File: src/rtl/tap_pkg.sv
`timescale 1ns/1ps
package tap_pkg;
  localparam int NAX = 3;
  localparam int NEV = 2 * NAX;

  typedef enum logic [1:0] {
    SGN_POS = 2'b01,
    SGN_NEG = 2'b10
  } tap_sign_e;
endpackage

File: src/rtl/tap_hpf.sv
`timescale 1ns/1ps
module tap_hpf #(
  parameter int SW = 16
) (
  input  logic                 clk,
  input  logic                 rst,
  input  logic                 stb,
  input  logic signed [SW-1:0] din,
  output logic signed [SW-1:0] dout
);
  localparam int EW = SW + 2;
  localparam logic signed [EW-1:0] POS_LIM = {3'b000, {(SW-1){1'b1}}};
  localparam logic signed [EW-1:0] NEG_LIM = -POS_LIM;

  logic signed [SW-1:0] hist1_q, hist2_q;
  logic signed [EW-1:0] ext0, ext1, ext2, acc;

  assign ext0 = {{2{din[SW-1]}}, din};
  assign ext1 = {{2{hist1_q[SW-1]}}, hist1_q};
  assign ext2 = {{2{hist2_q[SW-1]}}, hist2_q};
  // zeros at DC twice: x - 2*x1 + x2 with a shift for the doubling
  assign acc  = ext0 - (ext1 <<< 1) + ext2;

  always_comb begin
    if (acc > POS_LIM)      dout = POS_LIM[SW-1:0];
    else if (acc < NEG_LIM) dout = NEG_LIM[SW-1:0];
    else                    dout = acc[SW-1:0];
  end

  always_ff @(posedge clk) begin
    if (rst) begin
      hist1_q <= '0;
      hist2_q <= '0;
    end else if (stb) begin
      hist1_q <= din;
      hist2_q <= hist1_q;
    end
  end
endmodule

File: src/rtl/tap_qualify.sv
`timescale 1ns/1ps
module tap_qualify #(
  parameter int SW      = 16,
  parameter int THR_W   = 8,
  parameter int DUR_W   = 4,
  parameter int QUIET_W = 4
) (
  input  logic                 clk,
  input  logic                 rst,
  input  logic                 stb,
  input  logic                 arm,
  input  logic signed [SW-1:0] filt,
  input  logic [THR_W-1:0]     thr,
  input  logic [DUR_W-1:0]     dur,
  input  logic [QUIET_W-1:0]   quiet,
  input  logic                 taken,
  output logic                 hit,
  output logic                 hit_neg
);
  localparam int RW = DUR_W + 1;
  localparam logic [RW-1:0] RUN_MAX = {1'b1, {DUR_W{1'b0}}};

  logic [RW-1:0]        run_q;
  logic [QUIET_W-1:0]   qcnt_q;
  logic signed [SW-1:0] peak_q;
  logic [SW-1:0]        mag, peak_mag, thr_ext;
  logic                 over, quiet_act, fall_ok;

  assign mag       = filt[SW-1] ? $unsigned(-filt) : $unsigned(filt);
  assign peak_mag  = peak_q[SW-1] ? $unsigned(-peak_q) : $unsigned(peak_q);
  assign thr_ext   = SW'(thr);
  assign over      = (mag >= thr_ext);
  assign quiet_act = (qcnt_q != '0);
  assign fall_ok   = !quiet_act && !over && (run_q != '0) && (run_q <= {1'b0, dur});
  assign hit       = stb && arm && fall_ok;
  assign hit_neg   = peak_q[SW-1];

  always_ff @(posedge clk) begin
    if (rst || !arm) begin
      run_q  <= '0;
      qcnt_q <= '0;
      peak_q <= '0;
    end else if (stb) begin
      if (quiet_act) begin
        qcnt_q <= qcnt_q - QUIET_W'(1);
        run_q  <= '0;
      end else if (over) begin
        if (run_q == '0 || mag > peak_mag) peak_q <= filt;
        if (run_q != RUN_MAX) run_q <= run_q + RW'(1);
      end else begin
        run_q <= '0;
        if (fall_ok && taken) qcnt_q <= quiet;
      end
    end
  end
endmodule

File: src/rtl/tap_route.sv
`timescale 1ns/1ps
module tap_route
  import tap_pkg::*;
(
  input  logic [NAX-1:0] hit,
  input  logic [NAX-1:0] neg,
  input  logic [NAX-1:0] swap,
  input  logic [NEV-1:0] en,
  output logic [NEV-1:0] evt,
  output logic [NAX-1:0] taken
);
  for (genvar a = 0; a < NAX; a++) begin : g_ax
    tap_sign_e line;
    assign line         = (neg[a] ^ swap[a]) ? SGN_NEG : SGN_POS;
    assign evt[2*a]     = hit[a] && (line == SGN_POS) && en[2*a];
    assign evt[2*a+1]   = hit[a] && (line == SGN_NEG) && en[2*a+1];
    assign taken[a]     = evt[2*a] || evt[2*a+1];
  end
endmodule

File: src/rtl/tap_detector.sv
`timescale 1ns/1ps
module tap_detector
  import tap_pkg::*;
#(
  parameter int SW      = 16,
  parameter int THR_W   = 8,
  parameter int DUR_W   = 4,
  parameter int QUIET_W = 4
) (
  input  logic                   clk,
  input  logic                   rst,
  input  logic                   smp_vld,
  input  logic [SW-1:0]          smp_x,
  input  logic [SW-1:0]          smp_y,
  input  logic [SW-1:0]          smp_z,
  input  logic                   det_on,
  input  logic [NEV-1:0]         dir_en,
  input  logic [NAX-1:0]         swap_dir,
  input  logic [NAX*THR_W-1:0]   thr_cfg,
  input  logic [NAX*DUR_W-1:0]   dur_cfg,
  input  logic [NAX*QUIET_W-1:0] quiet_cfg,
  output logic [NEV-1:0]         tap_evt
);
  logic signed [SW-1:0] raw  [NAX];
  logic signed [SW-1:0] filt [NAX];
  logic [NAX-1:0] hit, neg, taken;
  logic [NEV-1:0] evt_d;

  assign raw[0] = smp_x;
  assign raw[1] = smp_y;
  assign raw[2] = smp_z;

  for (genvar a = 0; a < NAX; a++) begin : g_axis
    tap_hpf #(.SW(SW)) u_hpf (
      .clk (clk), .rst (rst), .stb (smp_vld),
      .din (raw[a]), .dout (filt[a])
    );
    tap_qualify #(.SW(SW), .THR_W(THR_W), .DUR_W(DUR_W), .QUIET_W(QUIET_W)) u_qual (
      .clk     (clk),
      .rst     (rst),
      .stb     (smp_vld),
      .arm     (det_on),
      .filt    (filt[a]),
      .thr     (thr_cfg[a*THR_W +: THR_W]),
      .dur     (dur_cfg[a*DUR_W +: DUR_W]),
      .quiet   (quiet_cfg[a*QUIET_W +: QUIET_W]),
      .taken   (taken[a]),
      .hit     (hit[a]),
      .hit_neg (neg[a])
    );
  end

  tap_route u_route (
    .hit (hit), .neg (neg), .swap (swap_dir), .en (dir_en),
    .evt (evt_d), .taken (taken)
  );

  always_ff @(posedge clk) begin
    if (rst) tap_evt <= '0;
    else     tap_evt <= evt_d;
  end
endmodule

File: config.mk
export PLATFORM = sky130hd
export DESIGN_NAME = tap_detector
export DESIGN_NICKNAME = d
export VERILOG_FILES = /design/src/rtl/tap_pkg.sv /design/src/rtl/tap_hpf.sv /design/src/rtl/tap_qualify.sv /design/src/rtl/tap_route.sv /design/src/rtl/tap_detector.sv
export SDC_FILE = /design/constraint.sdc
export NUM_CORES = 1
export LEC_CHECK = 0
export CAP_MARGIN = 20
export CORE_ASPECT_RATIO = 0.9
export CORE_MARGIN = 2
export CORE_UTILIZATION = 60
export CTS_BUF_LIST = sky130_fd_sc_hd__clkbuf_16
export CTS_CLUSTER_SIZE = 10
export DETAILED_ROUTE_END_ITERATION = 6
export DONT_BUFFER_PORTS = 1
export HOLD_SLACK_MARGIN = 0.12
export PLACE_DENSITY = 0.79
export RECOVER_POWER = 100
export SKIP_CTS_REPAIR_TIMING = 1
export SLEW_MARGIN = 10
export SYNTH_ARGS = -nofsm -noshare
export SYNTH_HDL_FRONTEND = slang
export SYNTH_SLANG_ARGS = --single-unit
File: constraint.sdc
create_clock -name clk -period 7 [get_ports clk]
set_input_delay 0 -clock clk [delete_from_list [all_inputs] [get_ports clk]]
set_output_delay 0 -clock clk [all_outputs]
set_load 0.02 [all_outputs]
**Yosys cells after proc, flatten, opt, wreduce, memory -nomap -nowiden**

Cells that the tools add are included.

- Register bits after elaboration: 177
- Word-level logic and storage cells: 166

- Reduce and logical (&&, ||, !) cells: 63
- Magnitude comparators: 15
- Multiplexer cells: 33
- Equal/unequal tests: 15
- Add/subtract/negate cells: 18
- Bitwise logic cells: 6

Operators with widths:

| cell | count |
|---|---|
| $mux 16 | 12 |
| $neg 16->16 | 6 |
| $add 18x16->18 | 3 |
| $gt 18x16->1 const B | 3 |
| $lt 18x16->1 const B | 3 |
| $sub 16x17->18 | 3 |
| $ge 16x8->1 | 3 |
| $gt 16x16->1 | 3 |
| $mux 5 | 9 |
| $mux 4 | 9 |
| $logic_and 1x1->1 | 28 |
| $add 5x1->5 const B | 3 |
| $le 5x4->1 | 3 |
| $logic_not 5->1 | 3 |
| $ne 5x5->1 const B | 3 |
| $reduce_bool 5->1 | 3 |
| $reduce_and 4->1 | 3 |
| $reduce_bool 4->1 | 3 |
| $sub 4x1->4 const B | 3 |
| $ne 3x3->1 const B | 3 |
| $reduce_and 3->1 | 3 |
| $logic_not 1->1 | 7 |
| $logic_or 1x1->1 | 7 |
| $eq 2x1->1 const B | 3 |
| other kinds (7) | 21 |

**Longest topological paths before layout**

Gate-level depths: netlist of run 1.

- Depth in word-level cells: 20
- Mapped depth: 38

**By module**

A second synthesis of run 1 with hierarchy kept.

- Cells, all modules: 2239
- Area, all modules: 17550.6 um2

By module, submodules not included:

| module | area each (um2) | sequential area each (um2) | cells each | instances |
|---|---|---|---|---|
| tap_qualify | 2705.1 | 500.5 | 352 | 3 |
| tap_hpf at g_axis[2].u_hpf | 3093.0 | 640.6 | 389 | 1 |
| tap_hpf at g_axis[1].u_hpf | 3085.5 | 640.6 | 399 | 1 |
| tap_hpf at g_axis[0].u_hpf | 2982.9 | 640.6 | 365 | 1 |
| tap_detector | 157.7 | 120.1 | 12 | 1 |
| tap_route | 116.4 | 0.0 | 18 | 1 |

**Least setup slack after synthesis of run 1**

Ideal clock, no wire load.

- Path type: reg-to-reg
- Start: register g_axis[1].u_hpf.hist2_q[12]
- End: register g_axis[1].u_qual.peak_q[15]
- Clock period less this slack: 7.302 ns
- Library setup time: 0.128 ns
- Cell stages (with the launch flop): 37
- Arrival time: 7.175 ns
- Setup slack: -0.302 ns
- Path through: dfxtp_1 > inv_1 > fa_1 > inv_1 > ha_1 > clkbuf_1 > a21oi_1 > nor2_1 > or3_1 > a211o_1 > xnor2_1 > clkbuf_1 > buf_1 > o21ai_1 > nor3_1 > ha_1 > nand3_1 > a311oi_1 > nor2_1 > a211o_1 > nand2_1 > inv_1 > ha_1 > a21o_1 > a21o_1 > a21o_1 > a21o_1 > a21o_1 > a21o_1 > a221oi_1 > o22ai_1 > and3_1 > a21bo_1 > buf_6 > buf_6 > mux2i_1 > nor2_1

- Cells in the longest elaborated chain, start to end: 9
- Elaborated cells on any way between the ends: 11
- Those cells by class: add/sub: 2; order compare: 4; mux: 3; reduce/logical: 2

Ends and longest elaborated chain:

| element | RTL line | RTL |
|---|---|---|
| from (decl) | tap_hpf.sv:15 | `logic signed [SW-1:0] hist1_q, hist2_q;` |
| from (signal assigned) | tap_hpf.sv:36 | `hist2_q <= hist1_q;` |
| $add 18x16->18 * | tap_hpf.sv:22 | `assign acc = ext0 - (ext1 <<< 1) + ext2;` |
| $lt 18x16->1 | tap_hpf.sv:26 | `else if (acc < NEG_LIM) dout = NEG_LIM[SW-1:0];` |
| $mux 16 | tap_hpf.sv:26 |  |
| $mux 16 * | tap_hpf.sv:25 | `if (acc > POS_LIM) dout = POS_LIM[SW-1:0];` |
| $neg 16->16 | tap_qualify.sv:29 | `assign mag = filt[SW-1] ? $unsigned(-filt) : $unsigned(filt);` |
| $mux 16 | tap_qualify.sv:29 |  |
| $gt 16x16->1 | tap_qualify.sv:48 | `if (run_q == '0 \|\| mag > peak_mag) peak_q <= filt;` |
| $logic_or 1x1->1 | tap_qualify.sv:48 |  |
| $reduce_and 4->1 (no source line) | n/a |  |
| to (signal assigned) | tap_qualify.sv:48 |  |
| to (decl) | tap_qualify.sv:25 | `logic signed [SW-1:0] peak_q;` |

Mark *: on every way between the ends. The rest lies on a longest branch, timed or not.
A chain may end at the register's enable or synchronous reset.

**Final worst setup path of run 1**

- Start: register g_axis[2].u_hpf.hist2_q[7]
- End: register g_axis[2].u_qual.qcnt_q[3]

- Cells in the longest elaborated chain, start to end: 18
- Elaborated cells on any way between the ends: 22
- Those cells by class: add/sub: 2; order compare: 3; eq/ne: 1; mux: 3; reduce/logical: 13

Ends and longest elaborated chain:

| element | RTL line | RTL |
|---|---|---|
| from (decl) | tap_hpf.sv:15 |  |
| from (signal assigned) | tap_hpf.sv:36 |  |
| $add 18x16->18 * | tap_hpf.sv:22 |  |
| $lt 18x16->1 | tap_hpf.sv:26 |  |
| $mux 16 | tap_hpf.sv:26 |  |
| $mux 16 * | tap_hpf.sv:25 |  |
| $neg 16->16 | tap_qualify.sv:29 |  |
| $mux 16 * | tap_qualify.sv:29 |  |
| $ge 16x8->1 * | tap_qualify.sv:32 | `assign over = (mag >= thr_ext);` |
| $logic_not 1->1 | tap_qualify.sv:34 | `assign fall_ok = !quiet_act && !over && (run_q != '0) && (run_q <= {1'b0, dur});` |
| $logic_and 1x1->1 (3 in a row) | tap_qualify.sv:34 |  |
| $logic_and 1x1->1 | tap_qualify.sv:35 | `assign hit = stb && arm && fall_ok;` |
| $logic_and 1x1->1 (on tied branches) (2 in a row) | tap_route.sv:15, tap_route.sv:16 |  |
| $logic_or 1x1->1 | tap_route.sv:17 | `assign taken[a] = evt[2*a] \|\| evt[2*a+1];` |
| $logic_and 1x1->1 | tap_qualify.sv:52 | `if (fall_ok && taken) qcnt_q <= quiet;` |
| $reduce_bool 2->1 (no source line) | n/a |  |
| $reduce_and 3->1 (no source line) * | n/a |  |
| to (signal assigned) | tap_qualify.sv:45 | `qcnt_q <= qcnt_q - QUIET_W'(1);` |
| to (signal assigned) | tap_qualify.sv:52 |  |
| to (decl) | tap_qualify.sv:24 | `logic [QUIET_W-1:0] qcnt_q;` |

Marked as above.

==> results of run 1 <==
[sequential cells by signal, summed over array words and instances, names as in the netlist]
signal                flops
g_axis.u_qual.qcnt_q     12
g_axis.u_qual.peak_q     48
g_axis.u_qual.run_q      15
tap_evt                   6
g_axis.u_hpf.hist2_q     48
g_axis.u_hpf.hist1_q     48
[critical path, delay by kind of cell (launching register included)]
family | cells | cell delay (ns)
compound gates | 11 | 2.30
simple gates | 11 | 2.68
buf+inv | 2 | 0.15
flops | 1 | 0.34
fa+ha+maj | 4 | 1.52
[stage by stage]
step	total power [mW]	instances
after floorplan	3.52	2217
after global placement	4.36	2592
after detailed placement	4.46	2592
after CTS	5.46	2624
after global routing	6.39	2932
final	5.99	2932
[cell type report]
class | instances | area [um^2]
repair buffers | 408 | 3890
inverters | 265 | 995
well taps | 366 | 458
clock inverters | 15 | 146
multi-input cells | 1684 | 13000
fillers | 1885 | 6270
clock buffers | 17 | 425
flip-flops and latches | 177 | 3550
[metal layers]
metal / track usage (%) / share of wire (%)
met5: 0 / 0
met4: 8.62 / 3.3
met3: 5.39 / 6.6
met2: 50.7 / 49
met1: 37.7 / 41
[cells by family (layout without fill, tap and decap cells)]
kind of cell / Yosys count / count (layout) / synth area share, %
other: 1 / 3 / 0.0215
xor gates and xnor gates: 96 / 96 / 4.83
AOI/OAI and AO/OA: 577 / 577 / 22.7
buffers and inverters: 356 / 705 / 8.06
muxes: 134 / 134 / 7.73
and+or+nand+nor: 676 / 676 / 20.0
adders and majority gates: 198 / 198 / 16.3
DFF: 177 / 177 / 20.4
[report_power, final]
part           switching (mW)  total, mW  internal [mW]  leakage [nW]
combinational            2.21       3.85           1.64          8.05
clock                   0.495      0.997          0.502         0.277
sequential             0.0753       1.14           1.07          1.45
total                    2.78       5.99           3.21          9.77
[worst paths after layout]
check | to | depth (start not counted) | from | slack (ns)
max | g_axis[2].u_qual.qcnt_q[3]$_SDFFE_PP0P_ | 28 | g_axis[2].u_hpf.hist2_q[7]$_SDFFE_PP0P_ | -0.06
min | g_axis[0].u_qual.run_q[2]$_SDFFE_PP0P_ | 1 | smp_vld | -0.28
max reg2reg | g_axis[2].u_qual.qcnt_q[3]$_SDFFE_PP0P_ | 28 | g_axis[2].u_hpf.hist2_q[7]$_SDFFE_PP0P_ | -0.06
min reg2reg | g_axis[0].u_qual.peak_q[14]$_SDFFE_PP0P_ | 2 | g_axis[0].u_qual.peak_q[14]$_SDFFE_PP0P_ | 0.49
[placed cells by master, fill, tap and decap left out, drive strengths merged, types with 16 or more instances in the layout]
cell type / count
dlygate4sd3: 283
nand3: 44
nand2b: 37
inv: 272
and2: 16
fa: 48
xnor2: 33
o31ai: 21
dfxtp: 177
nor3: 67
mux2i: 131
o21ai: 129
o211ai: 31
a21oi: 133
a31oi: 24
nor2b: 32
nor4: 19
xor2: 63
nand2: 123
a211oi: 27
o21a: 30
ha: 150
nor2: 204
or3: 27
buf: 123
and3: 21
clkbuf: 19
a21o: 44
nand4: 23
==> flow_summary_export.csv, run 1 <==
group,metric,value,unit
outcome,outcome,"complete, but fails checks",
yosys,synth-seq-cells,177,
clock_tree,cts.sinks,177,
grt,grt_overflow,0,
sta,final.min_clock_period,7.06,ns
clock_tree,clk_path_buf_depth,2,
yosys,ys_seq_area_share,20.4,%
critical_path,cpPeakStageDelay,0.54,ns
critical_path,startpoint_type,"flip-flop",
yosys,yosysMostFrequentCell,"inv_1",
critical_path,critical_path_class,"flip-flop to flip-flop",
yosys,synth_edf_count,0,
critical_path,crit_path_max_fanout,7,
yosys,ys_types,110,
critical_path,cp.arrival,7.43,ns
clock_tree,clk_latency,0.46,ns
sta,skew,0.0249,ns
floorplanning,die_w,184,um
routing,wire_per_inst,18.8,um
routing,viasPerCell,6.26,
hold_path,hp-class,"input port to flip-flop",
place,gp_congestion,0.949,
yosys,synth_top_cell_by_area,"dfxtp_1",
yosys,synthArstFlopShare,0,%
cells_and_area,final_nets,2860,
critical_path,crit_path_top_delay_cell,"or4b_1",
clock_tree,cts.clk_slew.worst_paths,0.08,ns
floorplanning,core_area,0.0287,mm^2
job,maxCapViolCount,0,
floorplanning,io_pins,115,
cells_and_area,syn_to_final_growth,29.0,%
power_and_ir_drop,leakagePower,9.77,nW
floorplanning,start_util,60.6,%
yosys,synth_area,0.0174,mm^2
sta,setup_viol,1,
routing,drtAntennaViolNets,0,
routing,dr.pass1.iters,7,
grt,grt_use_total,29.4,%
place,place_area,0.0184,mm^2
critical_path,cp-end-kind,"flip-flop",
sta,fin_hold_ws,-0.279,ns
sta,fmax,142,MHz
sta,tns,-0.0638,ns
cells_and_area,drive_above_1_share,11.5,%
cells_and_area,antenna_cells,0,
yosys,synth_area_per_cell,7.86,um^2
routing,drcViolationCount,4,
grt,grt_pass1_vias,15400,
sta,final_max_slew_viol_count,0,
place,dp_hpwl,34.4,mm
sta,rsz0062_at_grt,"yes",
grt,grt_max_degree,118,
place,pre_cts_ws,-0.267,ns
yosys,yosysWarnings,0,
yosys,yosysTopAreaCellShare,20.4,%
sta,finalHoldViolCount,1,
grt,antenna_found_initial,0,
grt,grt_first_pass_wirelength,73.8,mm
cells_and_area,fin_area,0.0224,mm^2
yosys,synth_area_leaders,"dfxtp_1 20%, ha_1 11%, mux2i_1 7.5%",
place,numPortBuffers,0,
routing,num_vias,18400,
routing,routed_wirelength,55.3,mm
sta,worstMarginPinSlew,1.08,ns
cells_and_area,fin_util,78.2,%
floorplanning,die_height,166,um
clock_tree,htreeDepth,4,
yosys,synth_common_cells,"265 x inv_1, 204 x nor2_1, 177 x dfxtp_1, 150 x ha_1, 133 x a21oi_1",
critical_path,required,7.37,ns
clock_tree,clockRootBuffer,"clkbuf_16",
power_and_ir_drop,max-vdd-ir-drop,190,uV
floorplanning,die_area,0.0304,mm^2
routing,initialDrtViolationCount,1994,
sta,finalCritPeriodShare,101,%
clock_tree,cts_tree,"yes",
power_and_ir_drop,p_per_area,267,mW/mm^2
floorplanning,fp-row-count,59,
clock_tree,cts_buffers,17,
sta,setup_ws,-0.0638,ns
yosys,synthFlopType,"dfxtp_1",
outcome,violations,"DRC, hold timing, setup timing",
sta,maxSlewHeadroom,27.8,%
yosys,syn_inst,2215,
(Power assumes the default switching activity.)
==> inputs of run 2 (changes only) <==
Settings changed: ABC_AREA set to 1.
==> flow_summary_export.csv, run 2 <==
group,metric,value,unit
critical_path,critical_path_class,"flip-flop to flip-flop",
yosys,synthFlopType,"dfxtp_1",
sta,fmax,156,MHz
cells_and_area,multi_input_area,0.0106,mm^2
power_and_ir_drop,p_int,3.12,mW
floorplanning,die_area,0.0289,mm^2
cells_and_area,fillCellCount,2365,
outcome,outcome,"finished clean",
power_and_ir_drop,switching_share,50.5,%
routing,dr.pass1.iters,6,
sta,tns,0,ns
grt,grt_use_met3,4.03,%
floorplanning,start_util,61.1,%
place,dp_hpwl,30.4,mm
hold_path,hold_depth,3,
critical_path,cp_top_family,"simple AND/OR/NAND/NOR gates",
cells_and_area,mostFrequentLayoutCells,"575 x nand2_1, 527 x inv_1, 237 x a21oi_1",
cells_and_area,largestRegisters,"g_axis.u_hpf.hist1_q: 48 flops, g_axis.u_hpf.hist2_q: 48 flops, g_axis.u_qual.peak_q: 48 flops",
power_and_ir_drop,p_per_area,345,mW/mm^2
place,dp_cells,2872,
floorplanning,die_w,179,um
cells_and_area,final_nets,2943,
yosys,yosysMostFrequentCell,"nand2_1",
sta,maxSlewHeadroom,27.4,%
critical_path,crit_path_top_delay_cell,"fa_1",
cells_and_area,regArea,0.00354,mm^2
power_and_ir_drop,clockPowerShare,15.5,%
grt,grt_pass1_vias,14400,
grt,antenna_found_initial,0,
grt,grt_first_pass_wirelength,65.4,mm
critical_path,crit_path_max_fanout,20,
yosys,ys_seq_area_share,21.5,%
yosys,syn_inst,2571,
sta,fin_hold_ws,0.107,ns
grt,grt_overflow,0,
clock_tree,cts_buffers,17,
cells_and_area,syn_to_final_growth,10.6,%
clock_tree,htreeDepth,4,
critical_path,cp_common_cell,"nand2_1",
power_and_ir_drop,pwr-share-seq,18.3,%
power_and_ir_drop,max-vdd-ir-drop,227,uV
sta,rsz0062_at_grt,"no",
power_and_ir_drop,p_sw,3.18,mW
yosys,synth_area_leaders,"dfxtp_1 21%, nand2_1 13%, inv_1 12%",
cells_and_area,antenna_cells,0,
grt,grt_use_total,27.4,%
critical_path,required,7.33,ns
critical_path,startpoint_type,"flip-flop",
critical_path,cp_num_buf_inv,5,
clock_tree,cts_tree,"yes",
yosys,synth_common_cells,"573 x nand2_1, 524 x inv_1, 236 x a21oi_1, 199 x nor2_1, 177 x dfxtp_1",
cells_and_area,final_common_cell,"nand2_1",
yosys,ys_types,54,
power_and_ir_drop,power,6.30,mW
grt,grtUsageMet2,44.8,%
yosys,yosysWarnings,0,
job,maxCapViolCount,0,
grt,grt_max_degree,124,
floorplanning,fp-row-count,57,
yosys,synth_area_per_cell,6.42,um^2
grt,grt.busiest_layer,"met2",
critical_path,worstRegToRegCells,36,
routing,viasPerCell,5.32,
grt,met1_usage,37.2,%
cells_and_area,drive_above_1_share,3.55,%
critical_path,crit_cells,36,
routing,wire_per_inst,13.6,um
clock_tree,clk_latency,0.45,ns
routing,initialDrtViolationCount,1134,
yosys,synth_edf_count,0,
routing,drcViolationCount,0,
power_and_ir_drop,leakagePower,9.57,nW
place,numPortBuffers,0,
clock_tree,clockRootBuffer,"clkbuf_16",
sta,skew,0.0148,ns
clock_tree,cts.clk_slew.worst_paths,0.07,ns
cells_and_area,final_cell_count_no_fill,3003,
yosys,synth-seq-cells,177,
place,gp_congestion,0.923,
yosys,synth_top_cell_by_area,"dfxtp_1",
clock_tree,clk_path_buf_depth,2,
power_and_ir_drop,p_comb_share,66.2,%
critical_path,cp.arrival,6.74,ns
critical_path,cpPeakStageDelay,0.50,ns
clock_tree,cts.sinks,177,
floorplanning,core_area,0.0270,mm^2
hold_path,hp-class,"input port to flip-flop",
routing,num_vias,16000,
yosys,synth_area,0.0165,mm^2
floorplanning,io_pins,115,
floorplanning,die_height,161,um
critical_path,cp-end-kind,"flip-flop",
sta,worstMarginPinSlew,1.09,ns
sta,final_max_slew_viol_count,0,
routing,drtAntennaViolNets,0,
routing,routed_wirelength,40.8,mm
sta,finalHoldViolCount,0,
yosys,synthArstFlopShare,0,%
yosys,yosysTopAreaCellShare,21.5,%
sta,setup_viol,0,
sta,finalCritPeriodShare,91.6,%
sta,final.min_clock_period,6.41,ns
==> run 2: path summary, 6_finish.rpt <==
kind         slack, ns                                        to                                     start
max               0.59  g_axis[1].u_qual.peak_q[11]$_SDFFE_PP0P_   g_axis[1].u_hpf.hist2_q[7]$_SDFFE_PP0P_
min               0.11    g_axis[1].u_qual.run_q[0]$_SDFFE_PP0P_                                    det_on
max reg2reg       0.59  g_axis[1].u_qual.peak_q[11]$_SDFFE_PP0P_   g_axis[1].u_hpf.hist2_q[7]$_SDFFE_PP0P_
min reg2reg       0.47  g_axis[2].u_qual.peak_q[13]$_SDFFE_PP0P_  g_axis[2].u_qual.peak_q[13]$_SDFFE_PP0P_
==> run 2: through the flow <==
| stage | utilization (%) | worst slack, ns | cell area [um^2] |
|---|---|---|---|
| after floorplan | - | 1.54 | 16500 |
| after global placement | 61.8 | 0.589 | 16700 |
| after detailed placement | 61.8 | 0.561 | 16700 |
| after CTS | 63.9 | 0.539 | 17300 |
| after global routing | 67.6 | 0.0273 | 18300 |
| final | 67.6 | 0.591 | 18300 |
==> run 2: layout make-up <==
cell class,instances,share of cell area [%]
clock buffers,17,2.33
clock inverters,15,0.836
inverters,535,11.0
multi-input cells,1799,58.2
flip-flops and latches,177,19.4
well taps,354,2.42
repair buffers,106,5.79
==> run 2: kinds of logic (layout without fill, tap and decap cells) <==
| kind of cell | after synthesis | after routing | synth area share (%) |
|---|---|---|---|
| simple gates | 1059 | 1059 | 27.7 |
| buf+inv | 597 | 673 | 14.1 |
| compound gates | 457 | 457 | 14.9 |
| fa+ha+maj | 198 | 198 | 17.2 |
| flops | 177 | 177 | 21.5 |
| xor+xnor | 79 | 79 | 4.42 |
| mux | 3 | 3 | 0.189 |
| other cells | 1 | 3 | 0.0227 |
==> run 2: power by group through the flow <==
stage                     clock [mW]  combinational [mW]  sequential [mW]
final                          0.976                4.17             1.15
after global routing            1.02                4.81             1.16
after CTS                      0.984                4.08             1.15
after detailed placement           0                4.05             1.17
after global placement             0                3.92             1.17
after floorplan                    0                3.23             1.15
==> run 2: worst min-delay path, delay by kind of cell <==
kind / cells / cell delay (ns)
AND/OR/NAND/NOR: 2 / 0.19
buffers and inverters: 1 / 0.32
==> run 2: routing by layer <==
layer | vias up | share of wire (%)
met1 | 7287 | 47
met3 | 65 | 4.9
met2 | 384 | 46
met5 | - | 0
met4 | 0 | 2.2
li1 | 8248 | -
==> inputs of run 3 (changes only) <==
==> constraint.sdc (replaced) <==
create_clock -name clk -period 7 [get_ports clk]
set_input_delay 1.4 -clock clk [delete_from_list [all_inputs] [get_ports clk]]
set_output_delay 1.4 -clock clk [all_outputs]
set_load 0.02 [all_outputs]
==> flow_summary_export.csv, run 3 (synthesis gave the netlist of run 2 again) <==
group,metric,value,unit
outcome,outcome,"complete, but fails checks",
outcome,violations,"capacitance limit, slew limit",
clock_tree,clk_latency,0.45,ns
critical_path,r2r_slack,1.11,ns
clock_tree,clockRootBuffer,"clkbuf_16",
power_and_ir_drop,max-vdd-ir-drop,215,uV
critical_path,crit_path_max_fanout,9,
floorplanning,start_util,61.1,%
place,gp_congestion,0.960,
cells_and_area,drive_above_1_share,4.76,%
sta,setup_viol,0,
cells_and_area,multi_input_area,0.0107,mm^2
sta,skew,0.0170,ns
floorplanning,die_w,179,um
grt,grt_first_pass_wirelength,66.9,mm
sta,finalHoldViolCount,0,
routing,wire_per_inst,13.3,um
critical_path,cp.arrival,6.93,ns
critical_path,cp-end-kind,"flip-flop",
cells_and_area,fin_area,0.0174,mm^2
sta,rsz0062_at_grt,"no",
critical_path,cp_common_cell,"nand2_1",
clock_tree,cts_tree,"yes",
floorplanning,die_area,0.0289,mm^2
grt,grt_overflow,0,
clock_tree,cts.clk_slew.worst_paths,0.07,ns
power_and_ir_drop,power,6.33,mW
routing,viasPerCell,5.36,
grt,antenna_found_initial,3,
grt,grt_max_degree,124,
cells_and_area,final_nets,2859,
critical_path,required,7.37,ns
grt,grt_pass1_vias,14800,
cells_and_area,fillCellCount,2504,
place,place_area,0.0168,mm^2
routing,drtAntennaViolNets,0,
hold_path,hp-class,"flip-flop to flip-flop",
clock_tree,cts_buffers,17,
routing,routed_wirelength,39.0,mm
job,maxCapViolCount,1,
floorplanning,io_pins,115,
place,numPortBuffers,0,
routing,initialDrtViolationCount,1199,
sta,final.min_clock_period,6.55,ns
critical_path,crit_path_top_delay_cell,"fa_1",
floorplanning,die_height,161,um
critical_path,startpoint_type,"input port",
floorplanning,core_area,0.0270,mm^2
clock_tree,clk_path_buf_depth,2,
cells_and_area,largestRegisters,"g_axis.u_hpf.hist1_q: 48 flops, g_axis.u_hpf.hist2_q: 48 flops, g_axis.u_qual.peak_q: 48 flops",
sta,finalCritPeriodShare,93.6,%
grt,grt_use_total,27.7,%
power_and_ir_drop,p_per_area,363,mW/mm^2
clock_tree,htreeDepth,4,
routing,drcViolationCount,0,
floorplanning,fp-row-count,57,
sta,final_max_slew_viol_count,97,
cells_and_area,mostFrequentLayoutCells,"573 x nand2_1, 524 x inv_1, 235 x a21oi_1",
critical_path,critical_path_class,"input port to flip-flop",
cells_and_area,fin_util,64.4,%
routing,num_vias,15700,
place,dp_hpwl,30.8,mm
cells_and_area,regArea,0.00354,mm^2
routing,dr.pass1.iters,6,
cells_and_area,final_common_cell,"nand2_1",
cells_and_area,syn_to_final_growth,5.46,%
sta,fmax,153,MHz
sta,maxSlewHeadroom,-120,%
sta,worstMarginPinSlew,3.30,ns
clock_tree,cts.sinks,177,
critical_path,cpPeakStageDelay,0.55,ns
power_and_ir_drop,leakagePower,9.18,nW
## run 3: cell types whose count changed in the layout (fill, tap and decap cells not counted), sizes merged
| cell | previous run | this run |
|---|---|---|
| dlygate4sd3 | 98 | 0 |
| buf | 7 | 21 |
| bufinv | 3 | 1 |
| diode | 0 | 2 |
| inv | 540 | 542 |
| clkinv | 5 | 6 |
| clkinvlp | 2 | 1 |
## run 3: routing by layer
metal / wire (um) / GRT usage (%)
met3: 2290 / 4.50
met5: 12 / 0
met1: 18200 / 37.7
met4: 973 / 9.09
met2: 17600 / 44.9
## run 3: stage by stage
stage	hold slack (ns)	TNS, ns	std cells	worst slack [ns]
detailed placement	0.459	-3.05	2884	-0.186
global route	0.490	0	2919	0.0124
CTS	0.469	0	2916	0.220
floorplan	0.443	0	2573	0.397
finish	0.471	0	2921	0.446
global placement	0.454	-1.07	2884	-0.0918
## run 3: worst paths after layout
| check | end | start | cells past startpoint |
|---|---|---|---|
| max | g_axis[1].u_qual.qcnt_q[0]$_SDFFE_PP0P_ | smp_y[8] | 37 |
| min | g_axis[2].u_qual.peak_q[13]$_SDFFE_PP0P_ | g_axis[2].u_qual.peak_q[13]$_SDFFE_PP0P_ | 2 |
| max reg2reg | g_axis[1].u_qual.qcnt_q[0]$_SDFFE_PP0P_ | g_axis[1].u_hpf.hist2_q[8]$_SDFFE_PP0P_ | 37 |
| min reg2reg | g_axis[2].u_qual.peak_q[13]$_SDFFE_PP0P_ | g_axis[2].u_qual.peak_q[13]$_SDFFE_PP0P_ | 2 |
## run 3: worst max-delay path, delay by kind of cell
kind,cells,cell delay (ns)
mux,1,0.27
buf+inv,4,0.29
simple gates,22,2.80
compound gates,6,0.77
fa+ha+maj,4,1.41
## run 3: final cells by class
class	count	share of cell area, %
Antenna cell	2	0.0287
Clock buffer	17	2.44
Clock inverter	15	0.769
Inverter	535	11.6
Multi-Input combinational cell	1799	61.4
Sequential cell	177	20.4
Tap cell	354	2.54
Timing Repair Buffer	22	0.927
## run 3: where the power goes
group / leakage [nW] / switching (mW) / internal [mW]
clock network: 0.282 / 0.437 / 0.495
logic: 7.44 / 2.72 / 1.52
registers: 1.45 / 0.0665 / 1.09
